**src/rtl/alu4_pkg.sv**
```systemverilog
package alu4_pkg;

    localparam int SEL_W = 4;

    typedef enum logic {
        MODE_ARITH = 1'b0,
        MODE_LOGIC = 1'b1
    } mode_e;

    // Function code split into the two per-bit term pickers.
    typedef struct packed {
        logic [1:0] y_pick;   // code bits 3:2
        logic [1:0] x_pick;   // code bits 1:0
    } sel_t;

    // X term of one bit position: the "propagate" candidate.
    function automatic logic x_term(input logic a, input logic b, input logic [1:0] pick);
        logic r;
        case (pick)
            2'b00:   r = a;
            2'b01:   r = a | b;
            2'b10:   r = a | ~b;
            default: r = 1'b1;
        endcase
        return r;
    endfunction

    // Y term of one bit position: the "generate" candidate (never set without X).
    function automatic logic y_term(input logic a, input logic b, input logic [1:0] pick);
        logic r;
        case (pick)
            2'b00:   r = 1'b0;
            2'b01:   r = a & ~b;
            2'b10:   r = a & b;
            default: r = a;
        endcase
        return r;
    endfunction

endpackage

```
**src/rtl/alu4_terms.sv**
```systemverilog
module alu4_terms
    import alu4_pkg::*;
#(
    parameter int WIDTH = 4
) (
    input  logic [WIDTH-1:0] a_i,
    input  logic [WIDTH-1:0] b_i,
    input  sel_t             sel_i,
    output logic [WIDTH-1:0] xt_o,
    output logic [WIDTH-1:0] yt_o
);

    genvar gi;
    generate
        for (gi = 0; gi < WIDTH; gi++) begin : g_bit
            assign xt_o[gi] = x_term(a_i[gi], b_i[gi], sel_i.x_pick);
            assign yt_o[gi] = y_term(a_i[gi], b_i[gi], sel_i.y_pick);
        end
    endgenerate

endmodule

```
**src/rtl/alu4_lookahead.sv**
```systemverilog
module alu4_lookahead #(
    parameter int WIDTH = 4,
    localparam int CW = WIDTH + 1
) (
    input  logic [WIDTH-1:0] xt_i,
    input  logic [WIDTH-1:0] yt_i,
    input  logic             cin_i,
    output logic [CW-1:0]    carry_o,
    output logic             gprop_o,
    output logic             ggen_o
);

    assign carry_o[0] = cin_i;

    // Each carry is formed directly from the terms below it (flat lookahead).
    genvar gk;
    generate
        for (gk = 1; gk < CW; gk++) begin : g_carry
            logic gen_acc;
            logic run_prop;
            always_comb begin
                gen_acc  = 1'b0;
                run_prop = 1'b1;
                for (int j = gk - 1; j >= 0; j--) begin
                    gen_acc  = gen_acc | (yt_i[j] & run_prop);
                    run_prop = run_prop & xt_i[j];
                end
            end
            assign carry_o[gk] = gen_acc | (run_prop & cin_i);
        end
    endgenerate

    // Group flags exclude the carry input.
    assign gprop_o = &xt_i;
    assign ggen_o  = g_carry[WIDTH].gen_acc;

endmodule

```
**src/rtl/alu4_result.sv**
```systemverilog
module alu4_result
    import alu4_pkg::*;
#(
    parameter int WIDTH = 4
) (
    input  logic [WIDTH-1:0] xt_i,
    input  logic [WIDTH-1:0] yt_i,
    input  logic [WIDTH-1:0] carry_i,
    input  mode_e            mode_i,
    output logic [WIDTH-1:0] result_o,
    output logic             all_ones_o
);

    genvar gi;
    generate
        for (gi = 0; gi < WIDTH; gi++) begin : g_bit
            logic inject;
            // Logic mode pins every internal carry high, which turns the
            // half-sum into its complement and cuts any dependence on carries.
            assign inject       = (mode_i == MODE_LOGIC) ? 1'b1 : carry_i[gi];
            assign result_o[gi] = xt_i[gi] ^ yt_i[gi] ^ inject;
        end
    endgenerate

    assign all_ones_o = &result_o;

endmodule

```
**src/rtl/alu4_slice.sv**
```systemverilog
module alu4_slice
    import alu4_pkg::*;
#(
    parameter int WIDTH = 4
) (
    input  logic [WIDTH-1:0] opnd_a,
    input  logic [WIDTH-1:0] opnd_b,
    input  logic [SEL_W-1:0] func_sel,
    input  logic             logic_mode,
    input  logic             carry_in,
    output logic [WIDTH-1:0] result,
    output logic             carry_out,
    output logic             grp_prop,
    output logic             grp_gen,
    output logic             all_ones
);

    localparam int CW = WIDTH + 1;

    sel_t             sel;
    mode_e            mode;
    logic [WIDTH-1:0] xt;
    logic [WIDTH-1:0] yt;
    logic [CW-1:0]    carry_vec;

    assign sel  = sel_t'(func_sel);
    assign mode = mode_e'(logic_mode);

    alu4_terms #(.WIDTH(WIDTH)) u_terms (
        .a_i   (opnd_a),
        .b_i   (opnd_b),
        .sel_i (sel),
        .xt_o  (xt),
        .yt_o  (yt)
    );

    alu4_lookahead #(.WIDTH(WIDTH)) u_carry (
        .xt_i    (xt),
        .yt_i    (yt),
        .cin_i   (carry_in),
        .carry_o (carry_vec),
        .gprop_o (grp_prop),
        .ggen_o  (grp_gen)
    );

    alu4_result #(.WIDTH(WIDTH)) u_out (
        .xt_i       (xt),
        .yt_i       (yt),
        .carry_i    (carry_vec[WIDTH-1:0]),
        .mode_i     (mode),
        .result_o   (result),
        .all_ones_o (all_ones)
    );

    assign carry_out = (mode == MODE_ARITH) ? carry_vec[WIDTH] : 1'b0;

endmodule

```
**config.mk**
```make
export PLATFORM = sky130hd
export DESIGN_NAME = alu4_slice
export DESIGN_NICKNAME = d
export VERILOG_FILES = /design/src/rtl/alu4_pkg.sv /design/src/rtl/alu4_terms.sv /design/src/rtl/alu4_lookahead.sv /design/src/rtl/alu4_result.sv /design/src/rtl/alu4_slice.sv
export SDC_FILE = /design/constraint.sdc
export NUM_CORES = 1
export LEC_CHECK = 0
export ABC_AREA = 1
export BUFFER_PORTS_ARGS = -buffer_cell sky130_fd_sc_hd__clkbuf_2
export CORE_AREA = 5 5 42 44
export DETAILED_ROUTE_END_ITERATION = 7
export DIE_AREA = 0 0 47 49
export PLACE_DENSITY = 0.8
export SLEW_MARGIN = 5
export SYNTH_ARGS = -nofsm -noshare
export SYNTH_HDL_FRONTEND = slang
export SYNTH_SLANG_ARGS = --single-unit
```
**constraint.sdc**
```tcl
create_clock -name vclk -period 1.6
set_clock_uncertainty 0.05 [all_clocks]
set_input_delay 0.16 -clock vclk [all_inputs]
set_output_delay 0.16 -clock vclk [all_outputs]
set_load 0.03 [all_outputs]
```
==> results of run 1 <==
==> worst max-delay path: cells and delay by family <==
family	cells	cell delay [ns]
and+or+nand+nor	6	0.45
buffers and inverters	6	0.60
adders and majority gates	1	0.29
AOI/OAI and AO/OA	2	0.26
==> cells by family after synthesis <==
logic type / Yosys count / share of synthesized area [%]
AOI/OAI and AO/OA: 6 / 6.323
adders and majority gates: 5 / 9.881
buffers and inverters: 29 / 17.19
and+or+nand+nor: 92 / 63.83
xor gates and xnor gates: 2 / 2.767
==> path summary, 6_finish.rpt <==
path        start  slack, ns   endpoint
max   func_sel[0]      -0.38  carry_out
min    logic_mode       0.79  result[2]
==> routing by layer <==
metal	part of all wire [%]	GRT usage, %	vias to the layer above
met5	0	0	-
met4	4.0	7.834	0
met3	5.2	1.107	13
met2	56	34.16	47
met1	35	20.22	453
li1	-	-	468
==> cell usage in the layout (no fill, tap or decap) <==
master     count
clkbuf_2      12
inv_1         19
nor2_2         7
nand2_1       40
nor2_1         3
nand2_4        7
inv_6          1
inv_2          7
nand2_2       18
a21oi_2        1
o21ai_4        1
nand3_1        7
buf_8          5
buf_6          2
clkbuf_16      1
o21ai_0        1
clkbuf_8       3
xor2_1         1
o21ai_1        2
nand3_4        1
nor2_4         6
a21boi_4       1
inv_4          1
nand3_2        2
ha_1           1
ha_4           3
inv_12         1
xnor2_1        1
buf_4         12
nand3b_1       1
clkbuf_4       1
ha_2           1
==> stage by stage <==
| step | instances | instance area (sq um) | setup WS, ns | setup TNS, ns | util, % |
|---|---|---|---|---|---|
| after floorplan | 134 | 710.7 | -0.06205 | -0.06205 | - |
| after global placement | 181 | 908.4 | -0.3650 | -1.809 | 64.82 |
| after detailed placement | 181 | 908.4 | -0.4145 | -2.154 | 64.82 |
| after CTS | 184 | 1060 | -0.2456 | -1.264 | 75.63 |
| after global routing | 186 | 1194 | -0.4397 | -2.666 | 85.18 |
| final | 186 | 1194 | -0.3776 | -2.100 | 85.18 |
==> layout make-up <==
type,count,area share (%)
Inverter,29,10.80
Multi-Input combinational cell,105,60.59
Tap cell,16,1.677
Timing Repair Buffer,36,26.94
==> report_power, final <==
| group | internal [W] | switching (W) |
|---|---|---|
| sequential | 0 | 0 |
| clock | 0 | 0 |
| combinational | 0.000276 | 0.000372 |
==> repair_timing <==
action / CTS / global route
buffers inserted: 3 / 2
endpoints found under the setup margin: 8 / 8
pin swaps: 23 / 22
gates resized for setup: 30 / 36
hold buffers: 0 / 0
==> run summary, run 1 <==
Drt first pass iters -> 4
Tot GR Track Use -> 18.53%
Critical path arrival -> 1.77 ns
WL/cell -> 13.55 um
Gpl congestion -> 0.7898
Synth cell count leaders -> 55 x nand2_1, 26 x inv_1, 11 x nor2_1
Core area -> 1401 sq um
Filler Cell Count -> 69
RSZ-0062 raised after global routing -> true
Post-Syn Nets -> 153
PwrDens -> 543.7 nW/um^2
Worst setup margin -> -0.3776 ns
Routed Antenna Nets -> 0
Slowest stage delay, CP -> 0.29 ns
Area Overhead vs Synth -> 88.54%
Horiz. Die Dim -> 47 um
Die span in y -> 49 um
Hold Fails Final Rpt -> 0
Pwr Total -> 0.0006489 W
Reg area -> 0 sq um
Slowest-stage cell, CP -> ha_4
First-pass GRT wire length -> 3256 um
Hold path depth -> 5
Violated checks -> negative setup slack
Worst-margin pin slew -> 0.2222 ns
Via count -> 981
Multi-input gate area in the final layout -> 723.2 sq um
Synth Cell Area -> 633.1 sq um
Period minus WS final -> 1.978 ns
Final Max Tran Viols -> 0
Synth Warn # -> 0
Rel. slew slack -> 85.08%
Port bufs -> 22
Vias in the first global route -> 812
Post-Syn Area per Cell -> 4.725 sq um
Post-DP HPWL -> 1516 um
Synth area leaders -> nand2_1 33%, inv_1 15%, ha_1 9.9%
Maximum vdd drop -> 310.5 uV
Initial antenna violation count -> 0
GRT overflow -> 0
Synth area leader -> nand2_1
Period utilization -> 123.6%
Ant diodes -> 0
Layout cell share with drive strength beyond 1 -> 55.29%
Most common cell in the netlist -> nand2_1
Nature of the critical path endpoint -> output pin
Final setup vio count -> 8
Initial DRC Count -> 34
Critical path peak fanout -> 5
Crit path cell chain -> clkbuf_8 -> inv_6 -> ha_4 -> nor2_4 -> o21ai_1 -> inv_1 -> nand2_4 -> o21ai_4 -> buf_4 -> nor2_4 -> nand2_2 -> nand3_1 -> nand2_1 -> inv_2 -> buf_8
Initial Util -> 45.18%
Mapped Cells -> 134
CP required -> 1.39 ns
Final net count -> 191
CP startpoint kind -> input port
Largest net degree at the start of global routing -> 7
F_max -> 0.5057 GHz
Leakage power -> 0.6750 nW
Total wire length -> 2520 um
Yosys top cell area share -> 32.61%
Seq Cell Count -> 0
Hold Crit Class -> in2out
Crit path kind -> in2out
Status -> complete, but fails checks
FP Rows -> 14
Residual DRC -> 0
MaxCap Viol Count -> 0
Seq/Total Area, Yosys -> 0%
Critical Path Most Common Cell -> nor2_4
Clk_buf instances -> 0
Via density -> 5.274
Hold_ws -> 0.7899 ns
IO Count -> 22
Die ar. -> 2303 sq um
Distinct cells, synth -> 17
No activity file was read; power rests on OpenSTA's default activity.
==> run 2, diff against run 1 <==
--- a/config.mk
+++ b/config.mk
@@ -7,10 +7,11 @@
 export LEC_CHECK = 0
 export ABC_AREA = 1
 export BUFFER_PORTS_ARGS = -buffer_cell sky130_fd_sc_hd__clkbuf_2
-export CORE_AREA = 5 5 42 44
+export CAP_MARGIN = 10
+export CORE_MARGIN = 5
+export CORE_UTILIZATION = 44
 export DETAILED_ROUTE_END_ITERATION = 7
-export DIE_AREA = 0 0 47 49
-export PLACE_DENSITY = 0.8
+export PLACE_DENSITY = 0.74
 export SLEW_MARGIN = 5
 export SYNTH_ARGS = -nofsm -noshare
 export SYNTH_HDL_FRONTEND = slang
==> run 2 against run 1 <==
Against the previous run:
- largest power group unchanged
- highest routed layer unchanged
- critical path type unchanged
- the run still ends with negative setup slack left
- design area shrank 8.3%
- maximum frequency up 4.1%
- count of clock-buffer cells in the layout is the same
- sequential share of layout area unchanged
==> run summary, run 2 (synthesis gave the netlist of run 1 again) <==
Setup TNS -> -1.649 ns (was -2.100 ns)
Die ar. -> 2297 sq um (was 2303 sq um)
Port bufs -> 22 (unchanged)
Horiz. Die Dim -> 47.93 um (was 47 um)
Worst setup margin -> -0.3002 ns (was -0.3776 ns)
First-pass GRT wire length -> 2760 um (was 3256 um)
Final net count -> 186 (was 191)
Ant diodes -> 0 (unchanged)
Routed Antenna Nets -> 0 (unchanged)
MaxCap Viol Count -> 0 (unchanged)
Critical path arrival -> 1.69 ns (was 1.77 ns)
FP Rows -> 13 (was 14)
Status -> complete, but fails checks (unchanged)
Tot GR Track Use -> 15.63% (was 18.53%)
PwrDens -> 548.6 nW/um^2 (was 543.7 nW/um^2)
IO Count -> 22 (unchanged)
Period minus WS final -> 1.900 ns (was 1.978 ns)
RSZ-0062 raised after global routing -> true (unchanged)
Final setup vio count -> 8 (unchanged)
Reg area -> 0 sq um (unchanged)
Period utilization -> 118.8% (was 123.6%)
Die span in y -> 47.93 um (was 49 um)
Violated checks -> negative setup slack (unchanged)
CP startpoint kind -> input port (unchanged)
Vias in the first global route -> 741 (was 812)
Most frequent cells in the layout -> 45 x nand2_1, 19 x inv_1, 13 x nand2_2 (was 40 x nand2_1, 19 x inv_1, 18 x nand2_2)
Maximum vdd drop -> 403.1 uV (was 310.5 uV)
Initial antenna violation count -> 0 (unchanged)
Filler Cell Count -> 90 (was 69)
Final Max Tran Viols -> 0 (unchanged)
CTS Hold Bufs -> 0 (unchanged)
Nature of the critical path endpoint -> output pin (unchanged)
GRT overflow -> 0 (unchanged)
Area after DPL -> 899.6 sq um (was 908.4 sq um)
Area Overhead vs Synth -> 72.92% (was 88.54%)
Initial DRC Count -> 22 (was 34)
Design area -> 1095 sq um (was 1194 sq um)
Post-DP HPWL -> 1461 um (was 1516 um)
Via density -> 4.922 (was 5.274)
Leakage power -> 0.6407 nW (was 0.6750 nW)
Initial Util -> 47.47% (was 45.18%)
Layout cell share with drive strength beyond 1 -> 49.09% (was 55.29%)
WL/cell -> 11.18 um (was 13.55 um)
Commonest non-fill, non-tap cell in the layout -> nand2_1 (unchanged)
Residual DRC -> 0 (unchanged)
Rel. slew slack -> 86.14% (was 85.08%)
Core area -> 1334 sq um (was 1401 sq um)
Largest net degree at the start of global routing -> 7 (unchanged)
Via count -> 886 (was 981)
Clk_buf instances -> 0 (unchanged)
Hold Fails Final Rpt -> 0 (unchanged)
Drt first pass iters -> 4 (unchanged)
Gpl congestion -> 0.7812 (was 0.7898)
Hold Crit Class -> in2out (unchanged)
Seq Cell Count -> 0 (unchanged)
Worst-margin pin slew -> 0.2071 ns (was 0.2222 ns)
Crit path kind -> in2out (unchanged)
Total wire length -> 2013 um (was 2520 um)
CP required -> 1.39 ns (about the same)
Critical path peak fanout -> 4 (was 5)
F_max -> 0.5263 GHz (was 0.5057 GHz)
[run 2: cell types whose count changed in the layout (fill, tap and decap cells not counted), sizes merged]
cell	delta
clkbuf	+1
buf	-6
[run 2: layer usage]
layer	wire length (um)	vias up	GRT usage, %
met2	1053	14	30.61
li1	-	457	-
met4	21	0	0
met3	71	2	0.7519
met5	0	-	0
met1	866	413	19.57
[run 2: worst paths after layout]
| path | start | endpoint | slack, ns | depth (start not counted) |
|---|---|---|---|---|
| worst min-delay path | carry_in | carry_out | 0.79 | 6 |
| worst max-delay path | func_sel[1] | all_ones | -0.30 | 15 |
[run 2: power breakdown]
group          switching [W]  internal (W)  total, W
logic               0.000346      0.000254  0.000601
registers                  0             0         0
clock network              0             0         0
[run 2: critical path: stages]
cell and delay [ns]:
clkbuf_16 0.13, inv_12 0.03, ha_4 0.24, nor2_4 0.11, nor2_2 0.05, nor2_2 0.13, nand2_2 0.11, nand2_4 0.10
nand2_4 0.08, nand2_4 0.08, nand3_2 0.07, nand2_2 0.09, nand2_4 0.07, nor2_4 0.11, buf_8 0.12
[run 2: final cells by class]
class	instances	area (sq um)	area share (%)
Tap cell	15	18.77	1.714
Timing Repair Buffer	31	279.0	25.49
Multi-Input combinational cell	105	668.1	61.03
Inverter	29	128.9	11.77
[run 2: what timing repair did]
item                       CTS  global route
pin swaps                   14            16
setup endpoints to repair    8             8
gates resized for setup     26            25
buffers inserted             1             0
[run 2: stage by stage]
step	hold WS [ns]	total power [W]	utilization, %	setup WS [ns]	std cells
finish	0.7939	0.0006006	82.08	-0.3002	180
global route	0.8128	0.0006460	82.08	-0.4115	180
floorplan	0.4482	0.0003298	-	-0.06205	134
CTS	0.7502	0.0005284	76.08	-0.2587	180
global placement	0.7752	0.0004497	67.45	-0.3802	179
detailed placement	0.7740	0.0004576	67.45	-0.4088	179
==> run 3, diff against run 2 <==
--- a/config.mk
+++ b/config.mk
@@ -9,9 +9,9 @@
 export BUFFER_PORTS_ARGS = -buffer_cell sky130_fd_sc_hd__clkbuf_2
 export CAP_MARGIN = 10
 export CORE_MARGIN = 5
-export CORE_UTILIZATION = 44
+export CORE_UTILIZATION = 39
 export DETAILED_ROUTE_END_ITERATION = 7
-export PLACE_DENSITY = 0.74
+export PLACE_DENSITY = 0.67
 export SLEW_MARGIN = 5
 export SYNTH_ARGS = -nofsm -noshare
 export SYNTH_HDL_FRONTEND = slang
==> run 3 against run 2 <==
Against the previous run:
- the run still ends with negative setup slack left
- power barely moved
- design area rose by 2.4%
- non-clock buffer count increased by 2
- largest cell class unchanged
- critical path depth is the same
- die area grew 10%
- global-route usage shrank 1.5 points
- sequential share of layout area did not move
- critical endpoint unchanged
- flip-flop and latch count is the same
==> run summary, run 3 (synthesis gave the netlist of run 1 again) <==
HP Start -> carry_in (unchanged)
Crit path max-delay family -> simple AND/OR/NAND/NOR gates (unchanged)
GRT busiest layer -> met2 (unchanged)
Gpl congestion -> 0.8444 (was 0.7812)
Die span in y -> 50.29 um (was 47.93 um)
Tot GR Track Use -> 14.08% (was 15.63%)
WL/cell -> 11.00 um (was 11.18 um)
Hold Crit Class -> in2out (unchanged)
Routed Antenna Nets -> 0 (unchanged)
Reg area -> 0 sq um (unchanged)
Clk_buf instances -> 0 (unchanged)
Ant diodes -> 0 (unchanged)
GRT overflow -> 0 (unchanged)
CTS Hold Bufs -> 0 (unchanged)
Maximum vdd drop -> 313.1 uV (was 403.1 uV)
First-pass GRT wire length -> 3084 um (was 2760 um)
Drt first pass iters -> 4 (unchanged)
Worst setup margin -> -0.3016 ns (was -0.3002 ns)
Post-DP HPWL -> 1469 um (was 1461 um)
Area Overhead vs Synth -> 77.08% (was 72.92%)
Rel. slew slack -> 85.62% (was 86.14%)
GRT met3 Usage -> 0.5917% (was 0.7519%)
Nature of the critical path endpoint -> output pin (unchanged)
Final net count -> 188 (was 186)
CP Launch Point -> func_sel[1] (unchanged)
Vias in the first global route -> 789 (was 741)
Most frequent cells in the layout -> 44 x nand2_1, 20 x inv_1, 18 x nand2_2 (was 45 x nand2_1, 19 x inv_1, 13 x nand2_2)
Via density -> 4.760 (was 4.922)
Violated checks -> negative setup slack (unchanged)
Final setup vio count -> 8 (unchanged)
Crit path buffers/inverters -> 3 (unchanged)
# placed instances -> 180 (was 179)
Critical Path Most Common Cell -> nand2_2 (was nand2_4)
WHS Endpoint -> carry_out (unchanged)
M1 GR Usage -> 17.54% (was 19.57%)
Hold_ws -> 0.7635 ns (was 0.7939 ns)
Period minus WS final -> 1.902 ns (was 1.900 ns)
Hold path depth -> 6 (unchanged)
Initial Util -> 41.54% (was 47.47%)
Filler Cell Count -> 134 (was 90)
Layout cell share with drive strength beyond 1 -> 50.90% (was 49.09%)
Crit path kind -> in2out (unchanged)
Largest net degree at the start of global routing -> 7 (unchanged)
Cell Count, Final, Fillers Out -> 183 (was 180)
Total wire length -> 2013 um (unchanged)
Hold Fails Final Rpt -> 0 (unchanged)
Die ar. -> 2529 sq um (was 2297 sq um)
Slowest stage delay, CP -> 0.21 ns (was 0.24 ns)
Residual DRC -> 0 (unchanged)
Crit path cell chain -> clkbuf_16 -> inv_12 -> ha_4 -> nor2_4 -> nor2_2 -> nor2_2 -> nand2_2 -> nand2_2 -> nand2_2 -> nand2_2 -> nand3_1 -> nand2_1 -> nand2_2 -> nor2_4 -> buf_8 (was clkbuf_16 -> inv_12 -> ha_4 -> nor2_4 -> nor2_2 -> nor2_2 -> nand2_2 -> nand2_4 -> nand2_4 -> nand2_4 -> nand3_2 -> nand2_2 -> nand2_4 -> nor2_4 -> buf_8)
Core area -> 1524 sq um (was 1334 sq um)
Critical path arrival -> 1.69 ns (about the same)
Seq Cell Count -> 0 (unchanged)
Initial DRC Count -> 10 (was 22)
Multi-input gate area in the final layout -> 666.9 sq um (was 668.1 sq um)
Slowest-stage cell, CP -> ha_4 (unchanged)
Commonest non-fill, non-tap cell in the layout -> nand2_1 (unchanged)
Worst-margin pin slew -> 0.2141 ns (was 0.2071 ns)
Critical path peak fanout -> 5 (was 4)
Port bufs -> 22 (unchanged)
PwrDens -> 535.3 nW/um^2 (was 548.6 nW/um^2)
Horiz. Die Dim -> 50.29 um (was 47.93 um)
RSZ-0062 raised after global routing -> true (unchanged)
Initial antenna violation count -> 0 (unchanged)
IO Count -> 22 (unchanged)
Met2 Use GR -> 27.20% (was 30.61%)
CP startpoint kind -> input port (unchanged)
Leakage power -> 0.6458 nW (was 0.6407 nW)
MaxCap Viol Count -> 0 (unchanged)
CP required -> 1.39 ns (about the same)
Status -> complete, but fails checks (unchanged)
F_max -> 0.5259 GHz (was 0.5263 GHz)
Period utilization -> 118.8% (about the same)
Via count -> 871 (was 886)
Setup TNS -> -1.403 ns (was -1.649 ns)
FP Rows -> 14 (was 13)
Final Max Tran Viols -> 0 (unchanged)
[run 3: layout make-up]
class                           count  share of cell area [%]
Timing Repair Buffer               33                   27.46
Tap cell                           16                   1.786
Multi-Input combinational cell    105                   59.49
Inverter                           29                   11.27
[run 3: worst max-delay path by stage]
stage	endpoint	slack (ns)	cells after the start
floorplan	all_ones	-0.06	13
global placement	all_ones	-0.36	15
detailed placement	all_ones	-0.42	15
CTS	all_ones	-0.26	15
global route	all_ones	-0.45	15
finish	all_ones	-0.30	15
[run 3: routing by layer]
layer	up-vias	wire length, um
li1	461	-
met1	391	842
met2	17	1103
met3	2	52
met4	0	15
met5	-	0
[run 3: repair_timing]
action	in CTS	in global routing
endpoints found under the setup margin	8	8
gates resized for setup	27	32
cloned	0	0
buffers inserted	1	2
pin swaps	21	17
[run 3: power breakdown]
| group | total, W | switching [W] | internal, W |
|---|---|---|---|
| registers | 0 | 0 | 0 |
| logic | 0.000600 | 0.000340 | 0.000260 |
| clock network | 0 | 0 | 0 |
[run 3: metrics by stage]
| step | area [sq um] | power, W | util [%] | worst slack [ns] |
|---|---|---|---|---|
| after floorplan | 710.7 | 0.0003298 | - | -0.06205 |
| after global placement | 900.9 | 0.0004406 | 59.11 | -0.3640 |
| after detailed placement | 900.9 | 0.0004480 | 59.11 | -0.4151 |
| after CTS | 1020 | 0.0005213 | 66.91 | -0.2560 |
| after global routing | 1121 | 0.0006530 | 73.56 | -0.4460 |
| final | 1121 | 0.0006001 | 73.56 | -0.3016 |
